<file path="src/rtl/tern_pkg.sv">
package tern_pkg;
  typedef enum logic [1:0] {
    WC_ZERO = 2'b00,
    WC_POS  = 2'b01,
    WC_BAD  = 2'b10,
    WC_NEG  = 2'b11
  } wcode_e;
endpackage

</file>
<file path="src/rtl/tern_select.sv">
module tern_select #(
  parameter int ACT_W = 8,
  parameter int ACC_W = 16
) (
  input  logic [ACT_W-1:0]        act,
  input  logic [1:0]              code,
  output logic signed [ACC_W-1:0] contrib,
  output logic                    skip,
  output logic                    bad
);
  import tern_pkg::*;
  logic signed [ACC_W-1:0] act_ext;

  always_comb begin
    act_ext = ACC_W'($signed(act));
    contrib = '0;
    skip    = 1'b0;
    bad     = 1'b0;
    case (wcode_e'(code))
      WC_POS:  contrib = act_ext;
      WC_NEG:  contrib = -act_ext;
      WC_BAD:  begin skip = 1'b1; bad = 1'b1; end
      default: skip = 1'b1;
    endcase
  end
endmodule

</file>
<file path="src/rtl/tern_accum.sv">
module tern_accum #(
  parameter int ACC_W = 16,
  parameter int CNT_W = 7
) (
  input  logic                    clk,
  input  logic                    rst,
  input  logic                    valid,
  input  logic                    last,
  input  logic signed [ACC_W-1:0] contrib,
  input  logic                    skip,
  output logic signed [ACC_W-1:0] vec_sum,
  output logic [CNT_W-1:0]        vec_zeros,
  output logic                    vec_fire
);
  logic signed [ACC_W-1:0] acc_q;
  logic [CNT_W-1:0]        zc_q;

  always_comb begin
    vec_sum   = skip ? acc_q : acc_q + contrib;
    vec_zeros = zc_q + CNT_W'(skip);
    vec_fire  = valid && last;
  end

  always_ff @(posedge clk) begin
    if (rst) begin
      acc_q <= '0;
      zc_q  <= '0;
    end else if (valid) begin
      if (last) begin
        acc_q <= '0;
        zc_q  <= '0;
      end else begin
        if (!skip) acc_q <= vec_sum;
        zc_q <= vec_zeros;
      end
    end
  end
endmodule

</file>
<file path="src/rtl/tern_scaler.sv">
module tern_scaler #(
  parameter int ACC_W   = 16,
  parameter int CNT_W   = 7,
  parameter int SCALE_W = 16,
  parameter int FRAC    = 8,
  parameter int OUT_W   = 16
) (
  input  logic                    clk,
  input  logic                    rst,
  input  logic                    fire,
  input  logic signed [ACC_W-1:0] sum,
  input  logic [CNT_W-1:0]        zeros,
  input  logic [SCALE_W-1:0]      scale,
  output logic                    out_valid,
  output logic [OUT_W-1:0]        out_data,
  output logic [CNT_W-1:0]        out_zeros
);
  localparam int PW = ACC_W + SCALE_W + 1;
  localparam logic signed [PW-1:0] HALF = PW'(1) <<< (FRAC - 1);
  localparam logic signed [PW-1:0] OMAX = (PW'(1) <<< (OUT_W - 1)) - PW'(1);
  localparam logic signed [PW-1:0] OMIN = -(PW'(1) <<< (OUT_W - 1));

  logic signed [PW-1:0] sum_ext, scl_ext, prod, shf;
  logic [OUT_W-1:0]     sat;

  always_comb begin
    sum_ext = PW'(sum);
    scl_ext = $signed({{(PW-SCALE_W){1'b0}}, scale});
    prod    = sum_ext * scl_ext;
    shf     = (prod + HALF) >>> FRAC;
    if (shf > OMAX)      sat = OMAX[OUT_W-1:0];
    else if (shf < OMIN) sat = OMIN[OUT_W-1:0];
    else                 sat = shf[OUT_W-1:0];
  end

  always_ff @(posedge clk) begin
    if (rst) begin
      out_valid <= 1'b0;
      out_data  <= '0;
      out_zeros <= '0;
    end else begin
      out_valid <= fire;
      if (fire) begin
        out_data  <= sat;
        out_zeros <= zeros;
      end
    end
  end
endmodule

</file>
<file path="src/rtl/tern_dot_engine.sv">
module tern_dot_engine #(
  parameter int ACT_W   = 8,
  parameter int MAX_LEN = 64,
  parameter int SCALE_W = 16,
  parameter int FRAC    = 8,
  parameter int OUT_W   = 16,
  localparam int CNT_W  = $clog2(MAX_LEN + 1),
  localparam int ACC_W  = ACT_W + CNT_W + 1
) (
  input  logic               clk,
  input  logic               rst,
  input  logic               in_valid,
  input  logic               in_last,
  input  logic [ACT_W-1:0]   in_act,
  input  logic [1:0]         in_wcode,
  input  logic [SCALE_W-1:0] scale,
  output logic               out_valid,
  output logic [OUT_W-1:0]   out_data,
  output logic [CNT_W-1:0]   out_zeros,
  output logic               code_err
);
  logic signed [ACC_W-1:0] contrib, vec_sum;
  logic [CNT_W-1:0]        vec_zeros;
  logic                    skip, bad, vec_fire;

  tern_select #(.ACT_W(ACT_W), .ACC_W(ACC_W)) u_sel (
    .act(in_act), .code(in_wcode), .contrib(contrib), .skip(skip), .bad(bad)
  );

  tern_accum #(.ACC_W(ACC_W), .CNT_W(CNT_W)) u_acc (
    .clk(clk), .rst(rst), .valid(in_valid), .last(in_last),
    .contrib(contrib), .skip(skip),
    .vec_sum(vec_sum), .vec_zeros(vec_zeros), .vec_fire(vec_fire)
  );

  tern_scaler #(.ACC_W(ACC_W), .CNT_W(CNT_W), .SCALE_W(SCALE_W),
                .FRAC(FRAC), .OUT_W(OUT_W)) u_scl (
    .clk(clk), .rst(rst), .fire(vec_fire), .sum(vec_sum), .zeros(vec_zeros),
    .scale(scale), .out_valid(out_valid), .out_data(out_data),
    .out_zeros(out_zeros)
  );

  always_ff @(posedge clk) begin
    if (rst)                  code_err <= 1'b0;
    else if (in_valid && bad) code_err <= 1'b1;
  end
endmodule

</file>
<file path="config.mk">
export PLATFORM = sky130hd
export DESIGN_NAME = tern_dot_engine
export DESIGN_NICKNAME = d
export VERILOG_FILES = /design/src/rtl/tern_pkg.sv /design/src/rtl/tern_select.sv /design/src/rtl/tern_accum.sv /design/src/rtl/tern_scaler.sv /design/src/rtl/tern_dot_engine.sv
export SDC_FILE = /design/constraint.sdc
export NUM_CORES = 1
export LEC_CHECK = 0
export BUFFER_PORTS_ARGS = -buffer_cell sky130_fd_sc_hd__buf_4
export CAP_MARGIN = 5
export CORE_UTILIZATION = 28
export DETAILED_ROUTE_END_ITERATION = 16
export PLACE_DENSITY = 0.46
export SYNTH_ARGS = -nofsm -noshare
export SYNTH_HDL_FRONTEND = slang
export SYNTH_HIERARCHICAL = 1
export SYNTH_SLANG_ARGS = --single-unit
export TNS_END_PERCENT = 100
</file>
<file path="constraint.sdc">
create_clock -name clk -period 10.5 [get_ports clk]
set_input_delay 2.1 -clock clk [delete_from_list [all_inputs] [get_ports clk]]
set_output_delay 2.1 -clock clk [all_outputs]
set_load 0.03 [all_outputs]
</file>
=== Yosys cells after proc, flatten, opt, wreduce, memory -nomap -nowiden ===
Index checks and enable logic that the tools add are counted.

* Output and inout port bits: 25
* Register bits after elaboration: 48
* Input bits: 30

* Reductions and logical operators: 5
* $lt $le $gt $ge: 2
* Add/subtract/negate cells: 4
* Multiplexer cells: 9
* Equal/unequal tests: 3
* $mul: 1

{| class="wikitable"
|+ Operators with widths
! kind !! count
|-
| $mux 16 || 5
|-
| $add 33x9->33 const B || 1
|-
| $mul 16x17->33 || 1
|-
| $pmux 16 s2 || 1
|-
| $gt 25x16->1 const B || 1
|-
| $lt 25x16->1 const B || 1
|-
| $add 16x16->16 || 1
|-
| $neg 8->16 || 1
|-
| $add 7x1->7 || 1
|-
| $mux 7 || 1
|-
| $eq 2x2->1 const B || 2
|-
| $eq 2x1->1 const B || 1
|-
| $logic_and 1x1->1 || 2
|-
| $mux 1 || 2
|-
| $reduce_and 2->1 || 1
|-
| $reduce_bool 2->1 || 1
|-
| $reduce_or 2->1 || 1
|}

=== Longest topological paths before layout ===
Gate-level depths: netlist of the first run.

* Depth after elaboration: 9
* Gate-level depth with buffers: 39

=== Cells and area by module ===
The synthesis of the first run kept the hierarchy.

{| class="wikitable"
|+ Modules (own cells, without submodules)
! module !! area an instance (µm²) !! seq. area each (µm²) !! cells each !! times used
|-
| tern_scaler || 9955.8 || 480.5 || 1160 || 1
|-
| tern_accum || 1740.4 || 460.4 || 225 || 1
|-
| tern_select || 386.6 || 0.0 || 57 || 1
|-
| tern_dot_engine || 28.8 || 20.0 || 3 || 1
|}

=== Worst setup path before layout of the first run ===
No wires, ideal clock.

* Kind: input port to flip-flop
* Start: input port in_act[4]
* End: register u_scl.out_data[10]
* Data required time: 10.355 ns
* Setup time: 0.145 ns
* Stages: 34
* Data arrival time: 10.765 ns
* Path buffers: 1
* Slack: -0.409 ns
* Cells stage by stage: nor4_4 > nand2_1 > ha_1 > a211oi_1 > ha_1 > a21o_1 > a31oi_1 > o21ai_0 > a31o_4 > mux2i_1 > nor3b_1 > xor2_1 > inv_2 > nor2_1 > fa_1 > fa_1 > fa_1 > fa_1 > fa_1 > inv_1 > fa_1 > inv_1 > ha_1 > a21oi_1 > o2111ai_1 > a211oi_1 > o21ai_1 > a221oi_1 > xnor2_1 > nor2_1 > nand4_1 > o31ai_2 > buf_2 > a211oi_2

* Longest elaborated chain between the ends: 9
* Elaborated cells between the ends (all ways): 10
* Classes of those cells: 3 x add/sub; 1 x mul; 2 x order compare; 4 x mux

{| class="wikitable"
|+ Ends and longest elaborated chain
! what !! RTL line !! RTL
|-
| start: declaration || tern_dot_engine.sv:14 || <nowiki>input logic [ACT_W-1:0] in_act,</nowiki>
|-
| $neg 8->16 (*) || tern_select.sv:21 || <nowiki>WC_NEG: contrib = -act_ext;</nowiki>
|-
| $pmux 16 s2 (*) || tern_select.sv:19 || <nowiki>case (wcode_e'(code))</nowiki>
|-
| net contrib[7] || tern_dot_engine.sv:22 || <nowiki>logic signed [ACC_W-1:0] contrib, vec_sum;</nowiki>
|-
| $add 16x16->16 (*) || tern_accum.sv:19 || <nowiki>vec_sum = skip ? acc_q : acc_q + contrib;</nowiki>
|-
| $mux 16 (*) || tern_accum.sv:19 ||
|-
| net vec_sum[15] || tern_dot_engine.sv:22 ||
|-
| $mul 16x17->33 (*) || tern_scaler.sv:29 || <nowiki>prod = sum_ext * scl_ext;</nowiki>
|-
| $add 33x9->33 (*) || tern_scaler.sv:30 || <nowiki>shf = (prod + HALF) >>> FRAC;</nowiki>
|-
| $lt 25x16->1 || tern_scaler.sv:32 || <nowiki>else if (shf < OMIN) sat = OMIN[OUT_W-1:0];</nowiki>
|-
| $mux 16 || tern_scaler.sv:32 ||
|-
| $mux 16 (*) || tern_scaler.sv:31 || <nowiki>if (shf > OMAX) sat = OMAX[OUT_W-1:0];</nowiki>
|-
| end signal: assignment || tern_scaler.sv:44 || <nowiki>out_data <= sat;</nowiki>
|-
| end: declaration || tern_scaler.sv:15 || <nowiki>output logic [OUT_W-1:0] out_data,</nowiki>
|}

Mark *: on every way through the listed nets, which the timed path passes. The rest lies on a longest branch.
A chain may end at the register's enable or synchronous reset.

=== Worst setup path in the final report of the first run ===
* Start: input port in_act[3]
* End: register u_scl.out_data[0]

The elaborated chain is that of the path after synthesis.

==> results of run 1 <==
synth_stat cells (10+ instances only):
cell and count:
inv_1 257, nand2_1 200, fa_1 195, ha_1 136
and2_1 119, nor2_1 72, a21oi_1 58, o21ai_0 49
dfxtp_1 48, clkbuf_1 47, xnor2_1 24, xor2_1 18
nand2b_1 17, a21o_1 14, mux2i_1 12, nand3_1 11
a211oi_2 10, nand2_2 10, o21a_1 10
metal layers:
metal  up-vias  global-route usage (%)  share of wire [%]
met2       111                    25.7                 45
met4         0                    2.37               0.86
met3        15                    1.53                2.0
met1      4960                    24.4                 52
met5         -                       0                  0
li1       4972                       -                  -
stage by stage:
stage	instance area [µm²]	setup TNS (ns)	hold slack, ns	util [%]
floorplan	12200	0	0.444	-
global placement	14600	-6.51	0.456	34.4
detailed placement	14600	-8.21	0.468	34.4
CTS	15100	0	0.478	35.6
global route	15500	-2.45	0.501	36.7
finish	15500	0	0.478	36.7
critical path: cells and delay by family:
kind	cells	cell delay (ns)
XOR/XNOR	2	0.38
AND/OR/NAND/NOR	6	0.95
AO/OA/AOI/OAI	12	2.15
buffers and inverters	8	0.88
multiplexers	1	0.16
adder cells (fa/ha/maj)	9	4.01
power groups by stage:
stage          Sequential [mW]  Clock [mW]  Combinational, mW
2_1_floorplan            0.215           0              0.940
6_report                 0.197       0.196               1.78
5_1_grt                  0.198       0.212               2.00
3_5_place_dp             0.201           0               1.54
3_3_place_gp             0.201           0               1.56
4_1_cts                  0.197       0.206               1.66
path summary, 6_finish.rpt:
| kind | endpoint | slack, ns | depth (start not counted) |
|---|---|---|---|
| max | u_scl/out_data[0] | 0.11 | 38 |
| min reg2reg | u_acc/zc_q[0] | 0.48 | 2 |
| max reg2reg | u_scl/out_data[0] | 2.22 | 36 |
| min | u_acc/zc_q[0] | 0.48 | 2 |
state kept, by name, summed over array words and instances (netlist names):
name / count
u_scl/out_data: 16
u_acc/zc_q: 7
u_scl/out_valid: 1
u_acc/acc_q: 16
u_scl/out_zeros: 7
code_err: 1
area by class of cell:
class | count | area, µm²
clock buffer | 5 | 125
clock inverter | 3 | 46.3
fill | 4363 | 26800
inverter | 259 | 980
multi-input combinational | 1081 | 10600
sequential | 48 | 961
tap | 577 | 722
timing repair buffer | 263 | 2110
what timing repair did:
action,4_1_cts,5_1_grt
buffers inserted,11,11
endpoints found under the setup margin,15,16
pin swaps,64,106
gates cloned,1,0
gates resized for setup,52,98
logic make-up (layout without fill, tap and decap cells):
family                     after synthesis  count (layout)
and+or+nand+nor                        486             486
adders and majority gates              331             331
buffers and inverters                  316             530
AOI/OAI and AO/OA                      207             207
DFF                                     48              48
xor gates and xnor gates                42              42
muxes                                   15              15
==> key figures, run 1 <==
Layout
  – Most common cell after layout, fill and taps aside: buf_4
  – Area Overhead vs Synth: 28.3%
  – Diodes inserted: 0
  – Final Net Count: between 2000 and 2500
  – Layout cell share with drive strength beyond 1: 26.0%
  – Most frequent cells in the layout: 249 x buf_4, 245 x inv_1, 196 x nand2_1
  – Fin cells: approximately 2200

Worst setup path
  – R2R Path Start: u_acc/acc_q[0]
  – Worst Path Required: 10.72 ns
  – CP arrival: roughly 11 ns
  – Kind of critical path: primary input to flop
  – CP startpoint: in_act[3]
  – Master of the slowest instance on the critical path: fa_2
  – Worst Setup Start Kind: primary input
  – Critical Path Sink Type: flop
  – Crit path max fanout: 8
  – CP peak stage delay: 0.57 ns

Synth
  – Post-synth EDFFs: 0
  – XOR/XNOR Fraction of Synth Area: 3.04%
  – Post-synthesis simple-gate area fraction: 19.9%
  – Yosys warns: 6
  – Synth top area share: 32.2%
  – Synth unique cells: 74
  – Syn Inst Count: 1445
  – Main synth FF type: dfxtp_1
  – Post-Synth Adder-Cell Area: 46.3%
  – Synth Register Bits: 48
  – Synth Area in Compound Gates: 11.6%
  – Ys async rst share: 0%
  – Sequential area share after synthesis: 7.93%
  – Largest family of logic cells by synthesized area: adder cells
  – Post-Syn Area: 12100 µm²
  – Leading area contributor after synthesis: fa_1
  – Syn_nets: 1806
  – Average cell area after synthesis: 8.38 µm²
  – Mux contribution to synthesized area: 1.27%
  – Top cells by area, synth: fa_1 32%, ha_1 14%, inv_1 8.0%

Place
  – PortBufs: 54
  – Dpl ws: -0.582 ns
  – Post-Place Cells: 2205
  – Hpwl dp: 28000 µm
  – GPL Wtd Cong: 0.837

GRT
  – Largest net degree at the start of global routing: 42
  – GRT Resource Usage Total: 16.3%
  – Initial antenna violation count: 0
  – Total grt overflow: 0
  – Vias in the first global route: 10900
  – Global-route wire length before repair: 57600 µm

Pwr
  – Seq pwr share: 9.0%
  – Gate power share: 82.0%
  – Psw: 1.05 mW
  – Tot Pwr: 2.18 mW
  – Internal power: 1.12 mW
  – VDD IR max: 0.000115 V
  – Switching share of power: 48.4%
  – Total leakage power: approximately 7.7 nW
  – Proportion of power drawn by the clock network: around 9%
  – Pwr Density: 140 nW/µm²

Drt
  – Number of remaining DRC errors: 0
  – First DRT Iteration DRCs: between 300 and 400
  – First-pass DRT Iterations: 5
  – Wire per inst: 15.2 µm
  – Routed WL: approximately 34000 µm
  – Vias per cell: between 4 and 5
  – Antenna viol nets, final: 0
  – Total number of vias: 10100

STA
  – Clock skew: 0.00971 ns
  – Final Cycle Share: 99.0%
  – Pins Over Slew Limit: 0
  – RSZ-0062 raised after global routing: yes
  – Setup-failing EPs final: 0
  – Final worst setup slack: 0.108 ns
  – Worst slew pin tran: 0.858 ns
  – Slew headroom: 42.7%
  – Max frequency: slightly below 0.1 GHz
  – Final Hold Viols: 0
  – Period minus WS final: roughly 10 ns

Hold path
  – Hold_sp: u_acc/zc_q[0]
  – Worst Hold Class: flop to flop

Floorplan
  – Placeable Area: 42300 µm²
  – Row count: 75
  – Chip width: between 200 and 250 µm
  – DIE HEIGHT: 210 µm
  – # IOs: 55
  – Initial Util: 28.6%
  – Die area: 44100 µm²

CTS
  – CTS tree: built
  – Post-CTS Hold Fix Bufs: 0
  – Skew-Pair Late Insertion Delay: 0.31 ns
  – H-Tree Depth: 2
  – Clk buf depth: 2
  – Clock transition at path regs: 0.07 ns
  – Clk root buf: clkbuf_16
  – Clock sinks: 48
  – CTS buffer count: 5

Status
  – Outcome: complete, no violations

Flow run
  – Max-Cap Viols: 0
(Power assumes the default switching activity.)
==> run 2: changes to the inputs <==
--- a/config.mk
+++ b/config.mk
@@ -7,9 +7,9 @@
 export LEC_CHECK = 0
 export BUFFER_PORTS_ARGS = -buffer_cell sky130_fd_sc_hd__buf_4
 export CAP_MARGIN = 5
-export CORE_UTILIZATION = 28
+export CORE_UTILIZATION = 30
 export DETAILED_ROUTE_END_ITERATION = 16
-export PLACE_DENSITY = 0.46
+export PLACE_DENSITY = 0.48
 export SYNTH_ARGS = -nofsm -noshare
 export SYNTH_HDL_FRONTEND = slang
 export SYNTH_HIERARCHICAL = 1
==> run 2 against run 1 <==
- design area is essentially flat
- final cell count shrank 2.5%
- critical path depth is the same
- global-route usage grew 1.5 points
- setup slack gained 0.0068 ns
- wire length grew 3.7%
- critical endpoint is now u_scl/out_data[1]
- largest cell class unchanged
==> key figures, run 2 (same netlist as run 1, synthesis figures left out) <==
Drt
  – Number of remaining DRC errors: 0 (unchanged)
  – Total number of vias: 10300 (+2.0%)
  – Wire per inst: 16.1 µm (+6.4%)
  – Antenna viol nets, final: 0 (unchanged)
  – First DRT Iteration DRCs: 483 (+27%)
  – Vias per cell: 4.71 (+4.6%)
  – Routed WL: 35200 µm (+3.7%)
  – First-pass DRT Iterations: 5 (unchanged)

STA
  – Max frequency: 0.0963 GHz (about the same)
  – Final Hold Viols: 0 (unchanged)
  – Final worst setup slack: 0.115 ns (+0.00684 ns)
  – RSZ-0062 raised after global routing: yes
  – Pins Over Slew Limit: 0 (unchanged)
  – Setup_tns: 0 ns (unchanged)
  – Clock skew: 0.00509 ns (-0.00462 ns)
  – Period minus WS final: 10.38 ns (-0.00684 ns)
  – Setup-failing EPs final: 0 (unchanged)
  – Slew headroom: 27.3% (-15 points)
  – Hold_ws: 0.474 ns (-0.00323 ns)
  – Final Cycle Share: 98.9% (about the same)
  – Worst slew pin tran: 1.09 ns (+0.233 ns)

Layout
  – Top Registers: u_acc/acc_q: 16 flops, u_scl/out_data: 16 flops
  – Most frequent cells in the layout: 244 x inv_1, 238 x buf_4, 187 x nand2_1
  – Layout cell share with drive strength beyond 1: 26.5% (+0.49 points)
  – Diodes inserted: 0 (unchanged)
  – Fill count: 4082 (-6.4%)
  – Area Overhead vs Synth: 28.4% (about the same)
  – Fin cells: 2180 (-2.5%)
  – Post-route cell area: 15500 µm² (about the same)
  – Most common cell after layout, fill and taps aside: inv_1
  – Fin util: 39.1% (+2.4 points)
  – Final Net Count: 2015 (-0.20%)

GRT
  – Largest net degree at the start of global routing: 42 (unchanged)
  – Total grt overflow: 0 (unchanged)
  – GRT Resource Usage Total: 17.8% (+1.5 points)
  – GRT Max-Usage Layer: met2
  – Global-route wire length before repair: 58000 µm (+0.53%)
  – Vias in the first global route: 10700 (-1.7%)
  – Grt met3 use: 2.01% (+0.47 points)
  – Grt met2 use: 27.3% (+1.6 points)
  – Initial antenna violation count: 0 (unchanged)
  – Grt met1 use: 26.5% (+2.1 points)

CTS
  – CTS tree: built
  – Clock transition at path regs: 0.07 ns (about the same)
  – Post-CTS Hold Fix Bufs: 0 (unchanged)
  – Skew-Pair Late Insertion Delay: 0.30 ns (about the same)
  – H-Tree Depth: 2 (unchanged)
  – Clk buf depth: 2 (unchanged)
  – Clock sinks: 48 (unchanged)
  – CTS buffer count: 5 (unchanged)
  – Clk root buf: clkbuf_16

Floorplan
  – Row count: 73 (-2.7%)
  – Chip width: 203 µm (-3.4%)
  – # IOs: 55 (unchanged)
  – DIE HEIGHT: 203 µm (-3.4%)
  – Initial Util: 30.5% (+1.9 points)
  – Die area: 41200 µm² (-6.6%)
  – Placeable Area: 39700 µm² (-6.1%)

Place
  – Dpl ws: -0.611 ns (-0.0289 ns)
  – PortBufs: 54 (unchanged)
  – Area after DPL: 14400 µm² (-1.3%)
  – Post-Place Cells: 2136 (-3.1%)
  – GPL Wtd Cong: 0.835 (-0.22%)
  – Hpwl dp: 28200 µm (+0.91%)

Worst setup path
  – Kind of critical path: primary input to flop
  – Master of the slowest instance on the critical path: fa_2
  – CP most frequent cell: fa_1
  – CP arrival: 10.61 ns (about the same)
  – Crit path max fanout: 8 (unchanged)
  – Critical Path Sink Type: flop
  – Worst Path Required: 10.73 ns (about the same)
  – Worst Setup Start Kind: primary input
  – CP peak stage delay: 0.58 ns (about the same)

Pwr
  – Tot Pwr: 2.30 mW (+5.4%)
  – VDD IR max: 0.000116 V (+1.5%)
  – Pwr Density: 148 nW/µm² (+5.3%)
  – Total leakage power: 7.68 nW (about the same)

Flow run
  – Max-Cap Viols: 0 (unchanged)

Hold path
  – Worst Hold Class: flop to flop

Status
  – Outcome: complete, no violations
run 2: cell type report:
class,instances,area (µm²),share of cell area (%)
repair buffers,259,2110,13.6
inverters,259,977,6.28
clock inverters,3,42.5,0.274
multi-input cells,1081,10700,68.6
clock buffers,5,125,0.805
well taps,525,657,4.22
flip-flops and latches,48,961,6.18
run 2: what timing repair did:
| item | CTS | global route |
|---|---|---|
| endpoints found under the setup margin | 15 | 16 |
| buffers inserted | 11 | 24 |
| pin swaps | 76 | 95 |
| resized for setup | 66 | 108 |
| gates cloned | 1 | 1 |
run 2: per-layer routing:
layer / share of wire, % / vias up / routed length, µm
met4: 1.9 / 0 / 682
met1: 50 / 5061 / 17700
li1: - / 4960 / -
met3: 3.5 / 33 / 1220
met2: 44 / 203 / 15600
met5: 0 / - / 0
run 2: where the power goes:
part	switching, mW	total (mW)	internal [mW]
registers	0.00605	0.197	0.191
logic	1.03	1.91	0.878
clock network	0.0788	0.191	0.112
run 2: path summary, 6_finish.rpt:
| check | start | endpoint | slack [ns] | cells after the start |
|---|---|---|---|---|
| min reg2reg | u_acc/zc_q[0] | u_acc/zc_q[0] | 0.47 | 2 |
| min | u_acc/zc_q[0] | u_acc/zc_q[0] | 0.47 | 2 |
| max | in_act[3] | u_scl/out_data[1] | 0.12 | 38 |
| max reg2reg | u_acc/acc_q[0] | u_scl/out_data[1] | 2.16 | 34 |
run 2: critical path: cells and delay by family:
family,cells,cell delay [ns]
simple gates,6,0.86
fa+ha+maj,9,3.91
xor+xnor,1,0.16
buf+inv,10,1.16
compound gates,12,2.42
